<file path="config.mk">
export PLATFORM = sky130hd
export DESIGN_NAME = txd_engine
export DESIGN_NICKNAME = d
export VERILOG_FILES = /design/src/rtl/txd_pkg.sv /design/src/rtl/txd_ring_ptr.sv /design/src/rtl/txd_byte_pack.sv /design/src/rtl/txd_seq.sv /design/src/rtl/txd_engine.sv
export SDC_FILE = /design/constraint.sdc
export NUM_CORES = 1
export LEC_CHECK = 0
export BUFFER_PORTS_ARGS = -buffer_cell sky130_fd_sc_hd__buf_4
export CAP_MARGIN = 40
export CORE_MARGIN = 2
export CORE_UTILIZATION = 45
export CTS_BUF_LIST = sky130_fd_sc_hd__clkbuf_2 sky130_fd_sc_hd__clkbuf_4 sky130_fd_sc_hd__clkbuf_8
export DETAILED_ROUTE_END_ITERATION = 10
export GPL_TIMING_DRIVEN = 0
export HOLD_SLACK_MARGIN = 0.02
export PLACE_DENSITY = 0.66
export SYNTH_ARGS = -nofsm -noshare
export SYNTH_HDL_FRONTEND = slang
export SYNTH_HIERARCHICAL = 1
export SYNTH_SLANG_ARGS = --single-unit
</file>
<file path="constraint.sdc">
create_clock -name clk -period 6.49 [get_ports clk]
set_input_delay 1.298 -clock clk [delete_from_list [all_inputs] [get_ports clk]]
set_output_delay 1.298 -clock clk [all_outputs]
set_load 0.005 [all_outputs]
</file>
<file path="src/rtl/txd_pkg.sv">
package txd_pkg;
  localparam int WORD_W   = 32;
  localparam int LEN_W    = 16;
  localparam int STAT_W   = WORD_W - LEN_W;
  localparam int LANES    = WORD_W / 8;
  localparam int LANE_SEL = $clog2(LANES);
  localparam int OWN_BIT  = 15;
  localparam int WRAP_BIT = 13;
  localparam int LAST_BIT = 11;
  localparam int CRC_BIT  = 10;
  localparam int DESC_BYTES = 8;

  typedef enum logic [2:0] {
    ST_IDLE, ST_STAT, ST_PTR, ST_DATA, ST_SEND, ST_WB
  } seq_state_t;
endpackage

</file>
<file path="src/rtl/txd_ring_ptr.sv">
module txd_ring_ptr
  import txd_pkg::*;
#(
  parameter int ADDR_W = 32,
  parameter int OFS_W  = 12
) (
  input  logic              clk,
  input  logic              rst_n,
  input  logic              enable,
  input  logic              advance,
  input  logic              wrap,
  input  logic [ADDR_W-1:0] ring_base,
  output logic [ADDR_W-1:0] desc_addr
);
  logic [OFS_W-1:0] ofs_q;

  always_ff @(posedge clk) begin
    if (!rst_n || !enable) ofs_q <= '0;
    else if (advance)      ofs_q <= wrap ? '0 : ofs_q + OFS_W'(DESC_BYTES);
  end

  assign desc_addr = ring_base + ADDR_W'(ofs_q);
endmodule

</file>
<file path="src/rtl/txd_byte_pack.sv">
module txd_byte_pack
  import txd_pkg::*;
#(
  parameter int ADDR_W = 32
) (
  input  logic              clk,
  input  logic              rst_n,
  input  logic              load_ptr,
  input  logic [ADDR_W-1:0] ptr_in,
  input  logic [LEN_W-1:0]  len_in,
  input  logic              load_word,
  input  logic [WORD_W-1:0] word_in,
  input  logic              take,
  output logic [7:0]        byte_out,
  output logic [ADDR_W-1:0] word_addr,
  output logic              rem_one,
  output logic              word_end
);
  logic [ADDR_W-1:0] baddr_q;
  logic [LEN_W-1:0]  remain_q;
  logic [WORD_W-1:0] word_q;
  logic [7:0]        lane [LANES];

  always_ff @(posedge clk) begin
    if (!rst_n) begin
      baddr_q  <= '0;
      remain_q <= '0;
      word_q   <= '0;
    end else begin
      if (load_ptr) begin
        baddr_q  <= ptr_in;
        remain_q <= len_in;
      end else if (take) begin
        baddr_q  <= baddr_q + ADDR_W'(1);
        remain_q <= remain_q - LEN_W'(1);
      end
      if (load_word) word_q <= word_in;
    end
  end

  for (genvar g = 0; g < LANES; g++) begin : g_lane
    assign lane[g] = word_q[8*g +: 8];
  end

  assign byte_out  = lane[baddr_q[LANE_SEL-1:0]];
  assign word_addr = {baddr_q[ADDR_W-1:LANE_SEL], {LANE_SEL{1'b0}}};
  assign rem_one   = (remain_q == LEN_W'(1));
  assign word_end  = (baddr_q[LANE_SEL-1:0] == {LANE_SEL{1'b1}});

  // a byte is only consumed while buffer bytes remain
  p_take_nonempty_r3: assert property (@(posedge clk) disable iff (!rst_n)
    take |-> remain_q != '0);
endmodule

</file>
<file path="src/rtl/txd_seq.sv">
module txd_seq
  import txd_pkg::*;
#(
  parameter int ADDR_W = 32
) (
  input  logic              clk,
  input  logic              rst_n,
  input  logic              enable,
  input  logic              kick,
  input  logic              graceful_stop,
  output logic              active,
  output logic              stop_done,
  output logic              mem_valid,
  input  logic              mem_ready,
  output logic              mem_we,
  output logic [ADDR_W-1:0] mem_addr,
  output logic [WORD_W-1:0] mem_wdata,
  input  logic [WORD_W-1:0] mem_rdata,
  output logic              tx_valid,
  input  logic              tx_ready,
  output logic              tx_last,
  output logic              tx_crc,
  input  logic [ADDR_W-1:0] desc_addr,
  input  logic [ADDR_W-1:0] word_addr,
  input  logic              rem_one,
  input  logic              word_end,
  output logic              advance,
  output logic              wrap,
  output logic              load_ptr,
  output logic              load_word,
  output logic              take,
  output logic [LEN_W-1:0]  len_out
);
  seq_state_t        state;
  logic [STAT_W-1:0] stat_q;
  logic [LEN_W-1:0]  len_q;
  logic              in_frame;
  logic              mem_fire, tx_fire;

  assign mem_valid = (state == ST_STAT) || (state == ST_PTR) ||
                     (state == ST_DATA) || (state == ST_WB);
  assign mem_we    = (state == ST_WB);
  assign mem_wdata = {len_q, stat_q & ~(STAT_W'(1) << OWN_BIT)};
  assign mem_fire  = mem_valid && mem_ready;
  assign tx_valid  = (state == ST_SEND);
  assign tx_fire   = tx_valid && tx_ready;
  assign tx_last   = tx_valid && rem_one && stat_q[LAST_BIT];
  assign tx_crc    = tx_last && stat_q[CRC_BIT];
  assign advance   = (state == ST_WB) && mem_fire;
  assign wrap      = stat_q[WRAP_BIT];
  assign load_ptr  = (state == ST_PTR) && mem_fire;
  assign load_word = (state == ST_DATA) && mem_fire;
  assign take      = tx_fire;
  assign len_out   = len_q;

  always_comb begin
    case (state)
      ST_STAT, ST_WB: mem_addr = desc_addr;
      ST_PTR:         mem_addr = desc_addr + ADDR_W'(4);
      ST_DATA:        mem_addr = word_addr;
      default:        mem_addr = '0;
    endcase
  end

  always_ff @(posedge clk) begin
    if (!rst_n) begin
      state     <= ST_IDLE;
      active    <= 1'b0;
      in_frame  <= 1'b0;
      stat_q    <= '0;
      len_q     <= '0;
      stop_done <= 1'b0;
    end else begin
      stop_done <= graceful_stop && (state == ST_IDLE);
      if (!enable) begin
        state    <= ST_IDLE;
        active   <= 1'b0;
        in_frame <= 1'b0;
      end else begin
        case (state)
          ST_IDLE: if (kick) begin
            state  <= ST_STAT;
            active <= 1'b1;
          end
          ST_STAT: if (mem_fire) begin
            if (!mem_rdata[OWN_BIT] || (graceful_stop && !in_frame)) begin
              state  <= ST_IDLE;
              active <= 1'b0;
            end else begin
              stat_q <= mem_rdata[STAT_W-1:0];
              len_q  <= mem_rdata[WORD_W-1:STAT_W];
              state  <= ST_PTR;
            end
          end
          ST_PTR:  if (mem_fire) state <= ST_DATA;
          ST_DATA: if (mem_fire) state <= ST_SEND;
          ST_SEND: if (tx_fire) begin
            if (rem_one)       state <= ST_WB;
            else if (word_end) state <= ST_DATA;
          end
          ST_WB: if (mem_fire) begin
            in_frame <= !stat_q[LAST_BIT];
            state    <= ST_STAT;
          end
          default: state <= ST_IDLE;
        endcase
      end
    end
  end

  // a memory request is held unchanged until accepted
  p_mem_hold_r10: assert property (@(posedge clk) disable iff (!rst_n || !enable)
    mem_valid && !mem_ready |=> mem_valid && $stable(mem_addr) &&
                                $stable(mem_we) && $stable(mem_wdata));
  // an output byte is held unchanged until accepted
  p_tx_hold_r10: assert property (@(posedge clk) disable iff (!rst_n || !enable)
    tx_valid && !tx_ready |=> tx_valid && $stable(tx_last) && $stable(tx_crc));
  // every write-back hands ownership back to software
  p_wb_clears_own_r5: assert property (@(posedge clk) disable iff (!rst_n)
    mem_valid && mem_we |-> !mem_wdata[OWN_BIT]);
  // active only falls right after a completed status read
  p_drop_after_read_r7: assert property (@(posedge clk) disable iff (!rst_n)
    $fell(active) && $past(enable) |-> $past(mem_valid && mem_ready && !mem_we));
  // the CRC request only comes with the end of a frame
  p_crc_with_last_r4: assert property (@(posedge clk) disable iff (!rst_n)
    tx_crc |-> tx_last && tx_valid);
  // the stop is reported only once the engine has gone idle
  p_stop_when_idle_r8: assert property (@(posedge clk) disable iff (!rst_n)
    $rose(stop_done) |-> $past(!active));
endmodule

</file>
<file path="src/rtl/txd_engine.sv">
module txd_engine
  import txd_pkg::*;
#(
  parameter int ADDR_W = 32,
  parameter int OFS_W  = 12
) (
  input  logic              clk,
  input  logic              rst_n,
  input  logic              enable,
  input  logic [ADDR_W-1:0] ring_base,
  input  logic              kick,
  input  logic              graceful_stop,
  output logic              active,
  output logic              stop_done,
  output logic              mem_valid,
  input  logic              mem_ready,
  output logic              mem_we,
  output logic [ADDR_W-1:0] mem_addr,
  output logic [31:0]       mem_wdata,
  input  logic [31:0]       mem_rdata,
  output logic              tx_valid,
  input  logic              tx_ready,
  output logic [7:0]        tx_data,
  output logic              tx_last,
  output logic              tx_crc
);
  logic [ADDR_W-1:0] desc_addr, word_addr;
  logic              rem_one, word_end, advance, wrap;
  logic              load_ptr, load_word, take;
  logic [LEN_W-1:0]  len_w;

  txd_ring_ptr #(.ADDR_W(ADDR_W), .OFS_W(OFS_W)) i_ring (
    .clk(clk), .rst_n(rst_n), .enable(enable), .advance(advance),
    .wrap(wrap), .ring_base(ring_base), .desc_addr(desc_addr)
  );

  txd_byte_pack #(.ADDR_W(ADDR_W)) i_pack (
    .clk(clk), .rst_n(rst_n), .load_ptr(load_ptr),
    .ptr_in(mem_rdata[ADDR_W-1:0]), .len_in(len_w),
    .load_word(load_word), .word_in(mem_rdata), .take(take),
    .byte_out(tx_data), .word_addr(word_addr), .rem_one(rem_one),
    .word_end(word_end)
  );

  txd_seq #(.ADDR_W(ADDR_W)) i_seq (
    .clk(clk), .rst_n(rst_n), .enable(enable), .kick(kick),
    .graceful_stop(graceful_stop), .active(active), .stop_done(stop_done),
    .mem_valid(mem_valid), .mem_ready(mem_ready), .mem_we(mem_we),
    .mem_addr(mem_addr), .mem_wdata(mem_wdata), .mem_rdata(mem_rdata),
    .tx_valid(tx_valid), .tx_ready(tx_ready), .tx_last(tx_last),
    .tx_crc(tx_crc), .desc_addr(desc_addr), .word_addr(word_addr),
    .rem_one(rem_one), .word_end(word_end), .advance(advance), .wrap(wrap),
    .load_ptr(load_ptr), .load_word(load_word), .take(take), .len_out(len_w)
  );
endmodule

</file>
# Yosys cells after proc, flatten, opt, wreduce, memory -nomap -nowiden
# Cells that the tools add are included.
# Widths: inputs -> output; s select.
# word_totals
latch_bits	0
rom_bits	0
word_cells	85
memories	0
output_inout_bits	79
register_bits	129
mem_bits_rw	0
inputBits	71
# classes
n_mul	0
muxes	23
div	0
reduce_logical	29
shift	0
n_eq_ne	15
add_sub_neg	5
n_lt_le_gt_ge	1
bitwise	2
# ops
operator	count
$pmux 32 s3	1
$mux 32	2
$add 32x1->32 const B	1
$add 32x12->32	1
$add 32x3->32 const B	1
$mux 16	2
$mux 3	8
$pmux 3 s6	1
$bmux 8 s2	1
$eq 16x1->1 const B	1
$mux 8	2
$sub 16x1->16 const B	1
$add 12x4->12 const B	1
$mux 12	1
$logic_and 1x1->1	10
$ne 2x1->1 const B	4
$reduce_and 4->1	2
$reduce_and 7->1	1
$eq 3x2->1 const B	2
$eq 3x3->1 const B	2
$ne 2x2->1 const B	3
$logic_not 1->1	5
$logic_or 1x1->1	5
$reduce_and 2->1	2
other kinds (12)	15

# Depth between registers and ports, before layout
# Gate-level depths: netlist of the first run.
# logic_depth
depth_word	7
mapped_depth	11
ltp_nobuf	10

# Hierarchy
# Netlist of the first run, hierarchy kept.
# modules_own_cells
module	n_inst	cells_each	seq_area_each_um2	area_per_inst_um2
txd_byte_pack	1	503	1601.5	4344.2
txd_seq	1	434	740.7	3140.5
txd_ring_ptr	1	144	180.2	1116.1

# Least setup slack after synthesis of the first run
# No wires, ideal clock.
# synth_timing
kind	input to output
start	in ring_base[8]
end	out mem_addr[26]
required_time_ps	5192
n_path_buf	1
path_stages	11
setup_slack_ps	1057
arrival_ps	4135
cell_sequence	ha_1 -> a21o_1 -> a221o_1 -> a31oi_4 -> buf_6 -> nor2_1 -> xor2_1 -> nand3_1 -> nor4_4 -> nand2_2 -> a311o_1
# synth_via
elab_chain_len	3
# synth_rtl
element	line_no	rtl
from (decl)	txd_engine.sv:10	input logic [ADDR_W-1:0] ring_base,
$add 32x12->32	txd_ring_ptr.sv:22	assign desc_addr = ring_base + ADDR_W'(ofs_q);
net desc_addr[19]	txd_engine.sv:27	logic [ADDR_W-1:0] desc_addr, word_addr;
$add 32x3->32	txd_seq.sv:59	ST_PTR: mem_addr = desc_addr + ADDR_W'(4);
$pmux 32 s3	txd_seq.sv:57	case (state)
to (decl)	txd_engine.sv:18	output logic [ADDR_W-1:0] mem_addr,
# The timed path passes the listed nets, and every way through them passes these cells.

# Worst setup path after layout of the first run
# Ends and elaborated chain as after synthesis.

==> impl_metrics.ini, run 1 <==
[outcome]
outcome = completed

[power_and_ir_drop]
p_per_area_nw_per_um2 = 168.5
ir_worst_vdd_mv = 0.1551
leakage_uw = 0.004028

[floorplanning]
die_x_um = 142.3
die_area_um2 = 20240
die_h_um = 142.3
core_area_um2 = 18710
ios = 150
floorplan.initialDensity = 0.4598
placement_rows = 50

[drt]
drt_iter0_drc = 851
dr_wl_met2_um = 12930
wirelength_um = 28750
drc_errors = 0
vias_per_cell = 5.898
routed_length_per_placed_instance_um = 19.26
wl_met3_um = 2540
drt.antenna.violating_nets = 0
dr.max_layer_used = met4
via_count = 8806
wl_met1_um = 12460
drt_first_pass_iters = 5

[place]
io_buffers = 145
detailedPlacementHpwl_um = 22020
place_congestion = 0.9086
place_ws_ns = 0.3006

[sta]
finalCriticalPeriod_ns = 6.251
final.setup_skew_ns = 0.01478
timing.final.crit_share = 0.9631
slew_violations = 0
timing.final.hold_violations = 0
final_critical_path_setup_slack_ns = 0.2394
fmax_ghz = 0.1600
setup_repair_after_global_routing_missed_its_margin = false
fin_tns_setup_ns = 0
slew_headroom = 0.4101
tightest_slew_ns = 0.8768
final-setup-viol-count = 0

[setup_path]
timing.critical_path.from_type = input port
crit_family = compound AO/OA/AOI/OAI gates
reg2reg_setup_slack_ns = 2.72
slowest_cell_delay_on_critical_path_ns = 0.62
cell_occurring_most_often_along_the_worst_timing_path = buf_4
arrival_time_worst_endpoint_ns = 4.95
crit_chain = buf_4 > ha_1 > a21o_1 > a221o_1 > a31oi_4 > buf_6 > nor2_1 > xor2_1 > nand3_1 > nor4_4 > nand2_2 > a311o_1 > buf_4
r2r_end = i_pack/baddr_q[1]
worst_setup_path_end_kind = primary output
critPathKind = in2out
timing.rr.start = i_seq/state[1]
slowest_stage = nor4_4
timing.critical_path.required_ns = 5.19
timing.critical_path.fanout_max = 10
cp_num_buf_inv = 3
reg2reg_depth = 9

[logic_synthesis]
syn_inst = 1081
synth_sequential_area_ratio = 0.2933
syn_area_per_cell_um2 = 7.956
mappedNetlistArea_um2 = 8601
synth_cell_type_count = 76
number_of_enable_flip_flop_cells_after_synthesis = 0
ff_latch_count_synth = 126
synthArstFlopShare = 0
synth_flop_cell = dfxtp_1
ys_warn_count = 6

[global_routing]
grt_max_degree = 17
grt_pass1_wl_um = 43700
grt_antenna_before_repair = 0
grt_pass1_vias = 7944
grtUsageTotal = 0.2787
grt_overflow = 0

[clocking]
htree_levels = 4
clkTransAtPathRegs_ns = 0.08
cts_setup_buffers = 0
clock_tree.buffer_depth = 2
cts_hold_repair.buffers = 0
worst_skew_pair.late_latency_ns = 0.45
tritoncts = done
numClockSinks = 126
clk_root_buffer_cell = clkbuf_8
cts_repair_resize_count = 0
cts_buffers = 17

[cells_and_area]
ff_latch_area_um2 = 2522
share_of_layout_cells_above_drive_strength_1 = 0.2121
num-nets-final = 1331
multi_input_comb_area_um2 = 5340
area.growth.synth_to_final_pct = 21.22
antenna-diode-count = 0
fillCellCount = 1756

[hold_path]
holdPathEnd = i_seq/stat_q[0]
hold_path_class = reg2reg
hold_path_startpoint = i_seq/stat_q[0]
worst_hold_path.num_cells = 2

[job]
max_cap_violations = 0
-- stage by stage --
stage | util | instances | hold slack, ns | total power, uW | instance area [um^2]
2_1_floorplan | - | 1082 | 0.4534 | 904.4 | 8605
3_3_place_gp | 0.5338 | 1461 | 0.4520 | 1006 | 9986
3_5_place_dp | 0.5338 | 1461 | 0.4580 | 1007 | 9986
4_1_cts | 0.5574 | 1493 | 0.4696 | 1765 | 10430
5_1_grt | 0.5574 | 1493 | 0.4939 | 1817 | 10430
6_report | 0.5574 | 1493 | 0.4682 | 1756 | 10430
-- cells in the mapped netlist, drive strengths merged, types with 11 or more instances --
library cell | n | area [um^2]
nand2 | 135 | 509.2
dfxtp | 126 | 2522
nor2 | 87 | 326.6
buf | 75 | 498.0
o21ai | 61 | 305.3
mux2i | 44 | 440.4
clkbuf | 43 | 161.4
xnor2 | 37 | 324.1
a21boi | 32 | 240.2
nand3 | 32 | 160.2
a21oi | 30 | 153.9
nor3 | 29 | 150.1
xor2 | 27 | 236.5
nand4 | 26 | 177.7
a22o | 24 | 210.2
and3 | 23 | 143.9
nor4 | 23 | 186.4
inv | 20 | 75.07
or3 | 19 | 118.9
or4 | 17 | 127.6
a31oi | 15 | 108.9
ha | 14 | 175.2
nor3b | 11 | 82.58
-- worst max path at each step --
stage	startpoint	depth (start not counted)	endpoint	slack, ns
2_1_floorplan	ring_base[8]	11	mem_addr[26]	1.06
3_3_place_gp	ring_base[8]	13	mem_addr[26]	0.35
3_5_place_dp	ring_base[8]	13	mem_addr[26]	0.30
4_1_cts	ring_base[8]	13	mem_addr[26]	0.28
5_1_grt	ring_base[8]	13	mem_addr[26]	0.06
6_report	ring_base[8]	13	mem_addr[26]	0.24
-- metal layers --
metal	global-route usage	up-vias
met5	0	-
met4	0.09368	0
met3	0.05114	40
met2	0.4495	409
met1	0.3761	4130
li1	-	4227
-- cells in the final DEF (no fill, tap or decap), drive strengths merged, types with 4 or more instances in the layout --
cell type	count
buf	220
nand2	135
dfxtp	126
nor2	87
clkbuf	62
o21ai	61
mux2i	44
xnor2	37
nand3	32
a21boi	32
a21oi	30
nor3	29
xor2	27
nand4	26
inv	25
a22o	24
and3	23
nor4	23
or3	19
or4	17
a31oi	15
ha	14
nor3b	11
a211oi	9
o31ai	9
and2	9
a32oi	9
mux4	8
and4	8
o211ai	7
nor2b	5
a221o	5
nand2b	5
a311oi	4
o221ai	4
nor4b	4
clkinv	4
or2	4
-- cell families (layout without fill, tap and decap cells) --
family,Yosys count,count (layout),share of synthesized area
and+or+nand+nor,447,447,0.2701
AOI/OAI and AO/OA,234,234,0.1891
DFF,126,126,0.2933
muxes,54,54,0.07477
other,2,3,0.0008732
buffers and inverters,140,317,0.08627
xor gates and xnor gates,64,64,0.06517
adders and majority gates,14,14,0.02037
-- power by group --
part           switching (uW)  internal [uW]  leakage (uW)
clock network             353            410      0.000213
registers                5.29            778       0.00102
logic                     119           90.6       0.00280
-- sequential cells by signal (all words and copies together) (netlist names) --
signal / flops
i_seq/state: 3
i_pack/remain_q: 16
i_seq/len_out: 16
i_pack/word_q: 32
i_seq/stat_q: 15
i_ring/ofs_q: 9
i_pack/baddr_q: 32
i_seq/active: 1
i_seq/stop_done: 1
i_seq/in_frame: 1
-- worst reg2reg max path, cell delays in order, from the launching register on --
cell and delay (ns):
dfxtp_1 0.49, nor3b_1 0.58, clkbuf_1 0.56, and2_1 0.26, clkbuf_1 0.46, clkbuf_1 0.48
clkbuf_1 0.50, nor2_1 0.11, a21oi_1 0.14, nor2_1 0.05
-- area by class of cell --
class,instances,share of cell area
flip-flops and latches,126,0.2419
well taps,234,0.02808
clock inverters,13,0.01716
multi-input cells,816,0.5122
plain buffers,118,0.06324
clock buffers,19,0.02508
repair buffers,145,0.1044
inverters,22,0.007920
(Power assumes the default switching activity.)
==> inputs of run 2 (changes only) <==
--- a/config.mk
+++ b/config.mk
@@ -9,7 +9,7 @@
 export CAP_MARGIN = 40
 export CORE_MARGIN = 2
 export CORE_UTILIZATION = 45
-export CTS_BUF_LIST = sky130_fd_sc_hd__clkbuf_2 sky130_fd_sc_hd__clkbuf_4 sky130_fd_sc_hd__clkbuf_8
+export CTS_CLUSTER_SIZE = 20
 export DETAILED_ROUTE_END_ITERATION = 10
 export GPL_TIMING_DRIVEN = 0
 export HOLD_SLACK_MARGIN = 0.02
==> run 2 against run 1 <==
Net effect: highest routed layer unchanged; register-to-register slack worse by 0.04 ns; largest power group is now the clock network; via count up 0.77%; routed wire length up 1.3%; power up 15%; sequential power about the same.
==> impl_metrics.ini, run 2 (synthesis results as in run 1) <==
[sta]
timing.final.crit_share = 0.9600
tightest_slew_ns = 0.8611
hold_ws_ns = 0.4672
final.setup_skew_ns = 0.01207
final-setup-viol-count = 0
slew_headroom = 0.4206
setup_repair_after_global_routing_missed_its_margin = false
finalCriticalPeriod_ns = 6.230
fin_tns_setup_ns = 0
timing.final.hold_violations = 0
slew_violations = 0
fmax_ghz = 0.1605

[clocking]
cts_buffers = 17
numClockSinks = 126
worst_skew_pair.late_latency_ns = 0.42
htree_levels = 4
cts_repair_resize_count = 0
tritoncts = done
cts_hold_repair.buffers = 0
cts_setup_buffers = 0
clkTransAtPathRegs_ns = 0.06
clock_tree.buffer_depth = 2
clk_root_buffer_cell = clkbuf_16

[global_routing]
grt_overflow = 0
grt_max_degree = 17
grtUsageTotal = 0.2812
grt_pass1_vias = 7988
grt_antenna_before_repair = 0
grt_pass1_wl_um = 44140

[power_and_ir_drop]
power.share.switching = 0.2535
internal_power_uw = 1505
leakage_uw = 0.004115
totalPowerFinal_uw = 2016
seq_power_share = 0.389
fraction_of_power_consumed_by_the_clock_network = 0.506
p_per_area_nw_per_um2 = 189.8
net_load_switching_power_uw = 511.2
ir_worst_vdd_mv = 0.2192
power_frac_comb = 0.104

[drt]
vias_per_cell = 5.940
drc_errors = 0
drt.antenna.violating_nets = 0
routed_length_per_placed_instance_um = 19.49
via_count = 8874
drt_first_pass_iters = 6
drt_iter0_drc = 756
wirelength_um = 29120

[floorplanning]
die_x_um = 142.3
core_area_um2 = 18710
ios = 150
die_area_um2 = 20240
floorplan.initialDensity = 0.4598
die_h_um = 142.3
placement_rows = 50

[setup_path]
timing.critical_path.required_ns = 5.19
arrival_time_worst_endpoint_ns = 4.93
slowest_cell_delay_on_critical_path_ns = 0.62
worst_setup_path_end_kind = primary output
timing.critical_path.from_type = input port
crit_chain = buf_4 > ha_1 > a21o_1 > a221o_1 > a31oi_4 > buf_6 > nor2_1 > xor2_1 > nand3_1 > nor4_4 > nand2_2 > a311o_1 > buf_4
slowest_stage = nor4_4
timing.critical_path.fanout_max = 10
cell_occurring_most_often_along_the_worst_timing_path = buf_4
critPathKind = in2out

[job]
max_cap_violations = 0

[cells_and_area]
multi_input_comb_area_um2 = 5340
share_of_layout_cells_above_drive_strength_1 = 0.2121
largestRegisters = i_pack/baddr_q (32), i_pack/word_q (32)
fin_util = 0.5678
num-nets-final = 1331
mostFrequentLayoutCells = buf_4, nand2_1, dfxtp_1, nor2_1, o21ai_0
final_common_cell = buf_4
fillCellCount = 1721
area.growth.synth_to_final_pct = 23.48
final_area_um2 = 10620
ff_latch_area_um2 = 2522

[outcome]
outcome = completed

[place]
io_buffers = 145
post_dp_cell_area_um2 = 9986
place_congestion = 0.9086
detailedPlacementHpwl_um = 22020

[hold_path]
hold_path_class = reg2reg
run 2: power groups by stage:
| stage | logic, uW | clock network [uW] | registers (uW) |
|---|---|---|---|
| finish | 211 | 1020 | 785 |
| global route | 224 | 1060 | 785 |
| CTS | 206 | 1030 | 785 |
| detailed placement | 205 | 0 | 802 |
| global placement | 205 | 0 | 802 |
| floorplan | 104 | 0 | 800 |
run 2: through the flow:
step           setup WS [ns]  instances
3_5_place_dp          0.3006       1461
2_1_floorplan          1.057       1082
6_report              0.2596       1494
4_1_cts               0.2845       1493
3_3_place_gp          0.3451       1461
5_1_grt              0.06112       1493
run 2: layout make-up:
type,count,share of cell area
antenna,1,0.0002356
buffer,118,0.06209
clock buffer,19,0.04265
clock inverter,13,0.01685
inverter,22,0.007776
multi-input combinational,816,0.5028
sequential,126,0.2375
tap,234,0.02757
timing repair buffer,145,0.1025
run 2: worst paths after layout:
kind | startpoint | to | slack [ns] | depth (start not counted)
min | i_seq/stat_q[0] | i_seq/stat_q[0] | 0.47 | 2
max reg2reg | i_seq/state[2] | i_pack/baddr_q[1] | 2.68 | 10
max | ring_base[8] | mem_addr[26] | 0.26 | 13
min reg2reg | i_seq/stat_q[0] | i_seq/stat_q[0] | 0.47 | 2
run 2: routing by layer:
| layer | global-route usage | vias up | share of wire |
|---|---|---|---|
| met5 | 0 | - | 0 |
| met1 | 0.3781 | 4167 | 0.43 |
| met4 | 0.07895 | 0 | 0.024 |
| met3 | 0.05114 | 41 | 0.089 |
| met2 | 0.4630 | 443 | 0.46 |
| li1 | - | 4223 | - |
run 2: worst max-delay path, delay by kind of cell:
family / cells / cell delay [ns]
AO/OA/AOI/OAI: 4 / 1.30
AND/OR/NAND/NOR: 4 / 1.11
buffers and inverters: 3 / 0.45
XOR/XNOR: 1 / 0.39
adder cells (fa/ha/maj): 1 / 0.37
==> inputs of run 3 (changes only) <==
--- a/config.mk
+++ b/config.mk
@@ -5,7 +5,7 @@
 export SDC_FILE = /design/constraint.sdc
 export NUM_CORES = 1
 export LEC_CHECK = 0
-export BUFFER_PORTS_ARGS = -buffer_cell sky130_fd_sc_hd__buf_4
+export BUFFER_PORTS_ARGS = -buffer_cell sky130_fd_sc_hd__buf_2
 export CAP_MARGIN = 40
 export CORE_MARGIN = 2
 export CORE_UTILIZATION = 45
==> run 3 against run 2 <==
Net effect: sequential share of layout area rose by 0.98 points; first-iteration DRC count fell by 9.9%; final cell count did not move; combinational power fell by 10%; setup slack got worse by 0.024 ns; sequential cell count did not move; non-clock buffer count rose by 1; core utilization fell by 2.3 points; die area did not move; power fell by 6.6%.
==> impl_metrics.ini, run 3 (synthesis results as in run 1) <==
[clocking]
cts_setup_buffers = 0
clk_root_buffer_cell = clkbuf_16
htree_levels = 4
cts_hold_repair.buffers = 0
cts_repair_resize_count = 0
tritoncts = done
numClockSinks = 126
worst_skew_pair.late_latency_ns = 0.42
clock_tree.buffer_depth = 2
clkTransAtPathRegs_ns = 0.06
cts_buffers = 17

[global_routing]
grt_max_degree = 17
grt_overflow = 0
grt_pass1_vias = 7883
grt_pass1_wl_um = 43510
grt_antenna_before_repair = 0
grtUsageTotal = 0.2771

[floorplanning]
floorplan.initialDensity = 0.4598
ios = 150
placement_rows = 50
die_h_um = 142.3
core_area_um2 = 18710
die_x_um = 142.3
die_area_um2 = 20240

[sta]
finalCriticalPeriod_ns = 6.255
fmax_ghz = 0.1599
slew_violations = 0
final.setup_skew_ns = 0.01246
slew_headroom = 0.4606
final-setup-viol-count = 0
timing.final.crit_share = 0.9638
tightest_slew_ns = 0.8018
setup_repair_after_global_routing_missed_its_margin = false
timing.final.hold_violations = 0
fin_tns_setup_ns = 0

[outcome]
outcome = completed

[job]
max_cap_violations = 0

[setup_path]
timing.critical_path.from_type = input port
timing.critical_path.fanout_max = 10
arrival_time_worst_endpoint_ns = 4.96
critPathKind = in2out
worst_setup_path_end_kind = primary output
timing.critical_path.required_ns = 5.19

[hold_path]
hold_path_class = reg2reg

[power_and_ir_drop]
p_per_area_nw_per_um2 = 184.7
leakage_uw = 0.004041
ir_worst_vdd_mv = 0.1873

[place]
place_congestion = 0.8961
io_buffers = 145
detailedPlacementHpwl_um = 21520

[drt]
drt_iter0_drc = 681
vias_per_cell = 5.876
drt_first_pass_iters = 7
wirelength_um = 28260
drc_errors = 0
routed_length_per_placed_instance_um = 18.91
drt.antenna.violating_nets = 0
via_count = 8779

[cells_and_area]
area.growth.synth_to_final_pct = 18.58
largestRegisters = i_pack/baddr_q (32), i_pack/word_q (32)
fillCellCount = 1804
share_of_layout_cells_above_drive_strength_1 = 0.2103
num-nets-final = 1332
final_common_cell = buf_2
mostFrequentLayoutCells = buf_2, nand2_1, dfxtp_1, nor2_1, o21ai_0
antenna-diode-count = 0
fin_util = 0.5452
run 3: cell count changes in the layout (fill, tap and decap cells not counted), sizes merged:
cell	previous run	this run
bufinv	3	1
clkbuf	62	66
diode	1	0
clkinv	4	8
buf	220	221
inv	25	20
clkinvlp	3	2
run 3: layout make-up:
class | count | area (um^2) | share of cell area
buffer | 118 | 659.4 | 0.06465
clock inverter | 9 | 86.33 | 0.008465
tap | 234 | 292.8 | 0.02871
multi-input combinational | 816 | 5340 | 0.5236
clock buffer | 23 | 478.0 | 0.04687
sequential | 126 | 2522 | 0.2473
timing repair buffer | 146 | 737.0 | 0.07226
inverter | 22 | 82.58 | 0.008097
run 3: path summary, 6_finish.rpt:
check | startpoint | end | slack, ns | cells after the start
hold reg to reg | i_seq/stat_q[4] | i_seq/stat_q[4] | 0.46 | 2
hold / removal | i_seq/stat_q[4] | i_seq/stat_q[4] | 0.46 | 2
setup / recovery | ring_base[8] | mem_addr[26] | 0.24 | 13
setup reg to reg | i_seq/state[1] | i_pack/baddr_q[1] | 2.72 | 9
run 3: layer usage:
layer  routed length, um  GRT usage  up-vias
met2               12500     0.4378      431
met4                 791    0.09684        0
met5                   0          0        -
li1                    -          -     4236
met1               12440     0.3781     4075
met3                2524    0.05384       37
run 3: worst max-delay path: stages:
cell and delay, ns:
buf_2 0.10, ha_1 0.38, a21o_1 0.24, a221o_1 0.35, a31oi_4 0.33, buf_6 0.20
nor2_1 0.06, xor2_1 0.39, nand3_1 0.35, nor4_4 0.63, nand2_2 0.11, a311o_1 0.37
buf_2 0.13
run 3: power breakdown:
part	total, uW	leakage, uW	switching (uW)	internal (uW)
registers	785	0.00102	5.30	780
clock network	908	0.000273	352	556
logic	190	0.00275	117	73.3
total	1880	0.00404	475	1410
run 3: stage by stage:
step	instances	hold WS (ns)	power (uW)	instance area (um^2)	worst slack (ns)
finish	1494	0.4642	1884	10200	0.2352
global route	1494	0.4931	1948	10200	0.04247
CTS	1493	0.4682	1890	10190	0.2860
detailed placement	1461	0.4584	988.3	9623	0.2989
global placement	1461	0.4474	987.7	9623	0.3103
floorplan	1082	0.4534	904.4	8605	1.057
